`src/rtl/lsu_adapt_pkg.sv`:
```
`timescale 1ns/1ps
package lsu_adapt_pkg;
  localparam int unsigned BYTE_W = 8;

  typedef enum logic {
    ACC_BYTE = 1'b0,
    ACC_WORD = 1'b1
  } acc_size_e;
endpackage

```
`src/rtl/lsu_lane_steer.sv`:
```
`timescale 1ns/1ps
// Turns a byte-addressed request into a word-indexed memory command.
module lsu_lane_steer
  import lsu_adapt_pkg::*;
#(
  parameter int unsigned ADDR_W = 12,
  parameter int unsigned LANES  = 2,
  localparam int unsigned DATA_W  = LANES * BYTE_W,
  localparam int unsigned LSB_W   = $clog2(LANES),
  localparam int unsigned MADDR_W = ADDR_W - LSB_W
) (
  input  logic               fire,
  input  logic [ADDR_W-1:0]  addr,
  input  acc_size_e          size,
  input  logic               is_write,
  input  logic [DATA_W-1:0]  wdata,
  output logic               mem_en,
  output logic               mem_we,
  output logic [MADDR_W-1:0] mem_addr,
  output logic [LANES-1:0]   mem_be,
  output logic [DATA_W-1:0]  mem_wdata,
  output logic [LSB_W-1:0]   lane,
  output logic               misaligned
);
  logic is_word;

  assign is_word    = (size == ACC_WORD);
  assign lane       = addr[LSB_W-1:0];
  assign misaligned = is_word && (lane != '0);
  assign mem_addr   = addr[ADDR_W-1:LSB_W];
  assign mem_en     = fire && !misaligned;
  assign mem_we     = mem_en && is_write;

  // One strobe and one data byte per lane; byte stores copy the low register byte everywhere.
  for (genvar g = 0; g < LANES; g++) begin : g_lane
    logic lane_hit;
    assign lane_hit = (lane == LSB_W'(g));
    assign mem_be[g] = mem_we && (is_word || lane_hit);
    assign mem_wdata[g*BYTE_W +: BYTE_W] =
      is_word ? wdata[g*BYTE_W +: BYTE_W] : wdata[BYTE_W-1:0];
  end
endmodule

```
`src/rtl/lsu_load_align.sv`:
```
`timescale 1ns/1ps
// Shapes a returned memory word into a register-width load result.
module lsu_load_align
  import lsu_adapt_pkg::*;
#(
  parameter int unsigned LANES = 2,
  localparam int unsigned DATA_W = LANES * BYTE_W,
  localparam int unsigned LSB_W  = $clog2(LANES)
) (
  input  logic [DATA_W-1:0] rdata,
  input  logic [LSB_W-1:0]  lane,
  input  logic              is_word,
  input  logic              zero_out,
  output logic [DATA_W-1:0] data
);
  logic [BYTE_W-1:0] pick;

  always_comb begin
    pick = '0;
    for (int i = 0; i < LANES; i++) begin
      if (lane == LSB_W'(i)) pick = rdata[i*BYTE_W +: BYTE_W];
    end
  end

  assign data = zero_out ? '0 :
                is_word  ? rdata :
                           {{(DATA_W-BYTE_W){1'b0}}, pick};
endmodule

```
`src/rtl/lsu_rsp_stage.sv`:
```
`timescale 1ns/1ps
// Tracks the one in-flight access and holds its response for the consumer.
module lsu_rsp_stage #(
  parameter int unsigned DATA_W = 16,
  parameter int unsigned LSB_W  = 1
) (
  input  logic              clk,
  input  logic              rst_n,
  input  logic              fire,
  input  logic [LSB_W-1:0]  in_lane,
  input  logic              in_word,
  input  logic              in_zero,
  input  logic              in_err,
  output logic              req_ready,
  output logic [LSB_W-1:0]  pend_lane,
  output logic              pend_word,
  output logic              pend_zero,
  input  logic [DATA_W-1:0] fmt_data,
  output logic              rsp_valid,
  input  logic              rsp_ready,
  output logic [DATA_W-1:0] rsp_data,
  output logic              rsp_err
);
  typedef struct packed {
    logic [LSB_W-1:0] lane;
    logic             word;
    logic             zero;
    logic             err;
  } pend_t;

  logic  pend_q;
  pend_t info_q;
  logic              rsp_valid_q;
  logic [DATA_W-1:0] rsp_data_q;
  logic              rsp_err_q;

  // A new access may start only when its response slot will be free on return.
  assign req_ready = !pend_q && (!rsp_valid_q || rsp_ready);

  always_ff @(posedge clk or negedge rst_n) begin
    if (!rst_n) begin
      pend_q <= 1'b0;
      info_q <= '0;
    end else begin
      pend_q <= fire;
      if (fire) info_q <= '{lane: in_lane, word: in_word, zero: in_zero, err: in_err};
    end
  end

  always_ff @(posedge clk or negedge rst_n) begin
    if (!rst_n) begin
      rsp_valid_q <= 1'b0;
      rsp_data_q  <= '0;
      rsp_err_q   <= 1'b0;
    end else if (pend_q) begin
      rsp_valid_q <= 1'b1;
      rsp_data_q  <= fmt_data;
      rsp_err_q   <= info_q.err;
    end else if (rsp_ready) begin
      rsp_valid_q <= 1'b0;
    end
  end

  assign pend_lane = info_q.lane;
  assign pend_word = info_q.word;
  assign pend_zero = info_q.zero;
  assign rsp_valid = rsp_valid_q;
  assign rsp_data  = rsp_data_q;
  assign rsp_err   = rsp_err_q;
endmodule

```
`src/rtl/lsu_byte_word_adapter.sv`:
```
`timescale 1ns/1ps
module lsu_byte_word_adapter
  import lsu_adapt_pkg::*;
#(
  parameter int unsigned ADDR_W = 12,
  parameter int unsigned LANES  = 2,
  localparam int unsigned DATA_W  = LANES * BYTE_W,
  localparam int unsigned LSB_W   = $clog2(LANES),
  localparam int unsigned MADDR_W = ADDR_W - LSB_W
) (
  input  logic               clk,
  input  logic               rst_n,
  input  logic               req_valid,
  output logic               req_ready,
  input  logic [ADDR_W-1:0]  req_addr,
  input  logic               req_word,
  input  logic               req_write,
  input  logic [DATA_W-1:0]  req_wdata,
  output logic               mem_en,
  output logic               mem_we,
  output logic [MADDR_W-1:0] mem_addr,
  output logic [LANES-1:0]   mem_be,
  output logic [DATA_W-1:0]  mem_wdata,
  input  logic [DATA_W-1:0]  mem_rdata,
  output logic               rsp_valid,
  input  logic               rsp_ready,
  output logic [DATA_W-1:0]  rsp_data,
  output logic               rsp_misaligned
);
  logic              fire;
  acc_size_e         size;
  logic [LSB_W-1:0]  lane;
  logic              misaligned;
  logic [LSB_W-1:0]  pend_lane;
  logic              pend_word;
  logic              pend_zero;
  logic [DATA_W-1:0] fmt_data;

  assign fire = req_valid && req_ready;
  assign size = acc_size_e'(req_word);

  lsu_lane_steer #(.ADDR_W(ADDR_W), .LANES(LANES)) u_steer (
    .fire       (fire),
    .addr       (req_addr),
    .size       (size),
    .is_write   (req_write),
    .wdata      (req_wdata),
    .mem_en     (mem_en),
    .mem_we     (mem_we),
    .mem_addr   (mem_addr),
    .mem_be     (mem_be),
    .mem_wdata  (mem_wdata),
    .lane       (lane),
    .misaligned (misaligned)
  );

  lsu_rsp_stage #(.DATA_W(DATA_W), .LSB_W(LSB_W)) u_rsp (
    .clk       (clk),
    .rst_n     (rst_n),
    .fire      (fire),
    .in_lane   (lane),
    .in_word   (req_word),
    .in_zero   (req_write || misaligned),
    .in_err    (misaligned),
    .req_ready (req_ready),
    .pend_lane (pend_lane),
    .pend_word (pend_word),
    .pend_zero (pend_zero),
    .fmt_data  (fmt_data),
    .rsp_valid (rsp_valid),
    .rsp_ready (rsp_ready),
    .rsp_data  (rsp_data),
    .rsp_err   (rsp_misaligned)
  );

  lsu_load_align #(.LANES(LANES)) u_align (
    .rdata    (mem_rdata),
    .lane     (pend_lane),
    .is_word  (pend_word),
    .zero_out (pend_zero),
    .data     (fmt_data)
  );
endmodule

```
`config.mk`:
```
export PLATFORM = sky130hd
export DESIGN_NAME = lsu_byte_word_adapter
export DESIGN_NICKNAME = d
export VERILOG_FILES = /design/src/rtl/lsu_adapt_pkg.sv /design/src/rtl/lsu_lane_steer.sv /design/src/rtl/lsu_load_align.sv /design/src/rtl/lsu_rsp_stage.sv /design/src/rtl/lsu_byte_word_adapter.sv
export SDC_FILE = /design/constraint.sdc
export NUM_CORES = 1
export LEC_CHECK = 0
export BUFFER_PORTS_ARGS = -buffer_cell sky130_fd_sc_hd__buf_2
export CAP_MARGIN = 10
export CORE_MARGIN = 2
export CORE_UTILIZATION = 29
export CTS_CLUSTER_SIZE = 12
export DETAILED_ROUTE_END_ITERATION = 10
export GPL_ROUTABILITY_DRIVEN = 0
export SETUP_SLACK_MARGIN = 0.15
export SKIP_LAST_GASP = 1
export SYNTH_ARGS = -nofsm -noshare
export SYNTH_HDL_FRONTEND = slang
export SYNTH_SLANG_ARGS = --single-unit
```
`constraint.sdc`:
```
create_clock -name clk -period 1.8 [get_ports clk]
set_clock_uncertainty 0.1 [all_clocks]
set_input_delay 0.18 -clock clk [delete_from_list [all_inputs] [get_ports clk]]
set_output_delay 0.18 -clock clk [all_outputs]
set_load 0.05 [all_outputs]
```
==> impl_summary.log <==
INFO  metric p_clk_share = between 10% and 20%
INFO  metric worstPathMaxFanout = 5
INFO  metric fraction_of_registers_with_async_set_or_reset_after_synthesis = 100%
INFO  metric timing.reg2reg.setup_slack = between 300 and 400 ps
INFO  metric ys_seq_elements = 23
INFO  metric die-width = around 70 um
INFO  metric timing_worst_setup_path_type = reg -> out
INFO  metric synth.area.top_cells = dfrtp_1 (45%), buf_4 (11%), mux2_2 (8.0%)
INFO  metric ios = 100
INFO  metric drt-pass1-iter-count = 4
INFO  metric timing.critical_path.cells = a211oi_4 > and3_4 > buf_8
INFO  metric worst_setup_hold_path_clk_slew = 80 ps
INFO  metric clk_root_buffer_cell = clkbuf_8
INFO  metric synth_nets = between 150 and 200
INFO  metric reg2reg_depth = 3
INFO  metric timing.hold.worst.start = mem_rdata[15]
INFO  metric grt_use_total = roughly 13%
INFO  metric critical_path_required = around 1500 ps
INFO  metric post-synth-top-area-cell = dfrtp_1
INFO  metric crit_path_end = mem_be[1]
INFO  metric floorplan.rows = 24
INFO  metric timing_worst_slew_pin_value = approximately 520 ps
INFO  metric design.core.area = 0.00429 mm^2
INFO  metric synthesis.instances = 125
INFO  metric grt_setup_unrepaired = yes
INFO  metric grt_start_max_net_pins = 28
INFO  metric die_height = about 70 um
INFO  metric cts_num_sinks = 23
INFO  metric result_of_the_run = complete, no violations
INFO  metric netlist_top_cells_count = dfrtp_1 (23), inv_1 (21), buf_4 (19)
INFO  metric synth.yosys.seq_area_share = a little under half
INFO  metric cellPowerDensity = ~1100 mW/mm^2
INFO  metric placement.io_buffers = 77
INFO  metric tns = 0 ps
INFO  metric synth_flop_cell = dfrtp_1
INFO  metric initial_core_utilization = 29.7%
INFO  metric timing.final.setup_violations = 0
INFO  metric synthDominantCellAreaShare = 45.2%
INFO  metric critical_path_cell_count = 3
INFO  metric switching_share = approximately 44%
INFO  metric fillCellCount = about 430
INFO  metric total_leakage_power = between 0.9 and 1 nW
INFO  metric timing.critical_path.to_type = primary output
INFO  metric cts-buffers-inserted = 3
INFO  metric startpoint = u_rsp.rsp_valid
INFO  metric syn-mean-instance-area = 10.2 um^2
INFO  metric p_switching = 0.822 mW
INFO  metric finalCritPeriodShare = roughly 90%
INFO  metric max_slew_violation_total_from_the_final_report = 0
INFO  metric cell_internal_pwr = between 1 and 1.5 mW
INFO  metric vdd_drop_max = about 0.32 mV
INFO  metric fraction_of_final_layout_cells_sized_beyond_drive_strength_1 = a little over half
INFO  metric globalRoute.totalOverflow = 0
INFO  metric fp.dieArea = 0.00494 mm^2
INFO  metric synthesis.yosys.warnings = 0
INFO  metric drt-wirelength-per-cell = around 13 um
INFO  metric critPathBufInv = 1
INFO  metric core_occupancy_in_the_finished_layout = roughly two fifths
INFO  metric drtIter0Drc = 53
INFO  metric tritoncts = done
INFO  metric hold_violations = 0
INFO  metric route.antenna.remaining_nets = 0
INFO  metric crit_slowest_cell = dfrtp_2
INFO  metric seq_power_share = approximately 36%
INFO  metric area_growth = 32.1%
INFO  metric worstHoldPathType = in -> reg
INFO  metric cts-htree-levels = 1
INFO  metric p_comb_share = between 40% and 50%
INFO  metric synth.lib_cells_used.distinct = 19
INFO  metric slew_headroom = about two thirds
INFO  metric syn-cell-area = 0.00127 mm^2
INFO  metric capturing_point_of_the_worst_reg2reg_path = u_rsp.pend_lane
INFO  metric synth-edff-count = 0
INFO  metric finalCriticalPeriod = about 1700 ps
INFO  metric critical_path.top_delay_family = flip-flops
INFO  metric drc = 0
INFO  metric grt_antenna_before_repair = 0
INFO  metric yosysMostFrequentCell = dfrtp_1
INFO  metric final_net_count = about 240
INFO  metric detail_route.wirelength = between 3000 and 4000 um
INFO  metric start_kind = flip-flop
INFO  metric via_count_of_the_first_global_routing_pass = 1100
INFO  metric route.vias.total = 1056
INFO  metric timing.fmax = around 600 MHz
INFO  metric timing.rr.start = u_rsp.rsp_valid
INFO  metric crit_arrival = 1390 ps
INFO  metric antennaDiodeCount = 0
INFO  metric clock_insertion_delay_at_the_later_pin_of_the_skew_report = around 260 ps
INFO  metric grt_pass1_wl = just over 5000 um
INFO  metric dp_hpwl = around 2400 um
INFO  metric clock_tree.buffer_depth = 2
INFO  metric timing.critical_path.slowest_cell_delay = between 400 and 500 ps
INFO  metric cap_viol_max_count = 0
INFO  metric vias_per_cell = approximately 4.4
==> per-stage QoR <==
stage          hold WS [ps]  instance area [um^2]  power (mW)  setup WS (ps)  std cells
2_1_floorplan          -216                  1290        1.39            157        125
3_3_place_gp           89.7                  1580        1.52            340        232
3_5_place_dp           85.7                  1580        1.53            328        232
4_1_cts                59.7                  1680        1.87           98.3        238
5_1_grt                69.7                  1680        1.96           57.1        238
6_report               65.0                  1680        1.85            130        238
==> cell usage in the layout (no fill, tap or decap) <==
cell and instances:
buf_2 72, dfrtp_1 22, inv_1 21, o22ai_1 16, nand2_1 11, mux2i_1 10, mux2_2 9, clkbuf_8 3
buf_6 3, buf_4 3, and3_4 2, mux2_4 2, buf_8 2, a21o_1 1, a211oi_4 1, and2_2 1
xor2_1 1, and3b_2 1, nand2b_1 1, a21oi_1 1, clkbuf_1 1, dlygate4sd3_1 1, dfrtp_2 1
==> flip-flops by register name, indices dropped and copies added, names as in the netlist <==
register	flops
u_rsp.pend_q	1
u_rsp.rsp_data	16
u_rsp.info_q	1
u_rsp.rsp_valid	1
u_rsp.pend_lane	1
u_rsp.pend_word	1
u_rsp.pend_zero	1
u_rsp.rsp_err	1
==> layout make-up <==
class	instances	area [um^2]	share of cell area [%]
flip-flops and latches	23	577	34.3
multi-input cells	57	460	27.4
repair buffers	81	457	27.1
inverters	21	78.8	4.68
well taps	52	65.1	3.87
clock buffers	4	45.0	2.68
==> power by group through the flow <==
stage	logic, mW	clock network, mW	registers [mW]
6_report	0.860	0.321	0.668
5_1_grt	0.918	0.355	0.682
4_1_cts	0.868	0.335	0.670
3_5_place_dp	0.849	0	0.680
3_3_place_gp	0.846	0	0.675
2_1_floorplan	0.434	0	0.957
==> cells by family after synthesis <==
group	synth area share (%)
AO/OA/AOI/OAI	10.4
XOR/XNOR	0.688
flip-flops	45.2
AND/OR/NAND/NOR	5.89
buffers and inverters	19.6
multiplexers	18.2
==> per-layer routing <==
| metal | global-route usage (%) | routed length [um] |
|---|---|---|
| met1 | 14.8 | 1250 |
| met5 | 0 | 0 |
| met3 | 3.61 | 317 |
| met4 | 1.28 | 0 |
| met2 | 23.6 | 1530 |
==> worst register-to-register path, stage by stage (launching register included) <==
cell and delay, ps:
dfrtp_2 430, a211oi_4 310, buf_4 220, mux2_4 300
==> timing repair <==
action / 4_1_cts / 5_1_grt
pin swaps: 3 / 3
gates resized for setup: 10 / 2
buffers inserted: 1 / 0
endpoints found under the hold margin: 23 / 0
setup endpoints to repair: 5 / 5
hold buffers: 1 / 0
==> worst min path at each step <==
| stage | endpoint | slack [ps] | cells past startpoint |
|---|---|---|---|
| final | u_rsp.rsp_data[15] | 70 | 3 |
| after global routing | u_rsp.rsp_data[13] | 70 | 3 |
| after CTS | u_rsp.rsp_data[15] | 60 | 3 |
| after detailed placement | u_rsp.rsp_data[3] | 90 | 1 |
| after global placement | u_rsp.rsp_data[7] | 90 | 1 |
| after floorplan | u_rsp.info_q[0] | -220 | 0 |
Power figures use the tool's default switching activity.
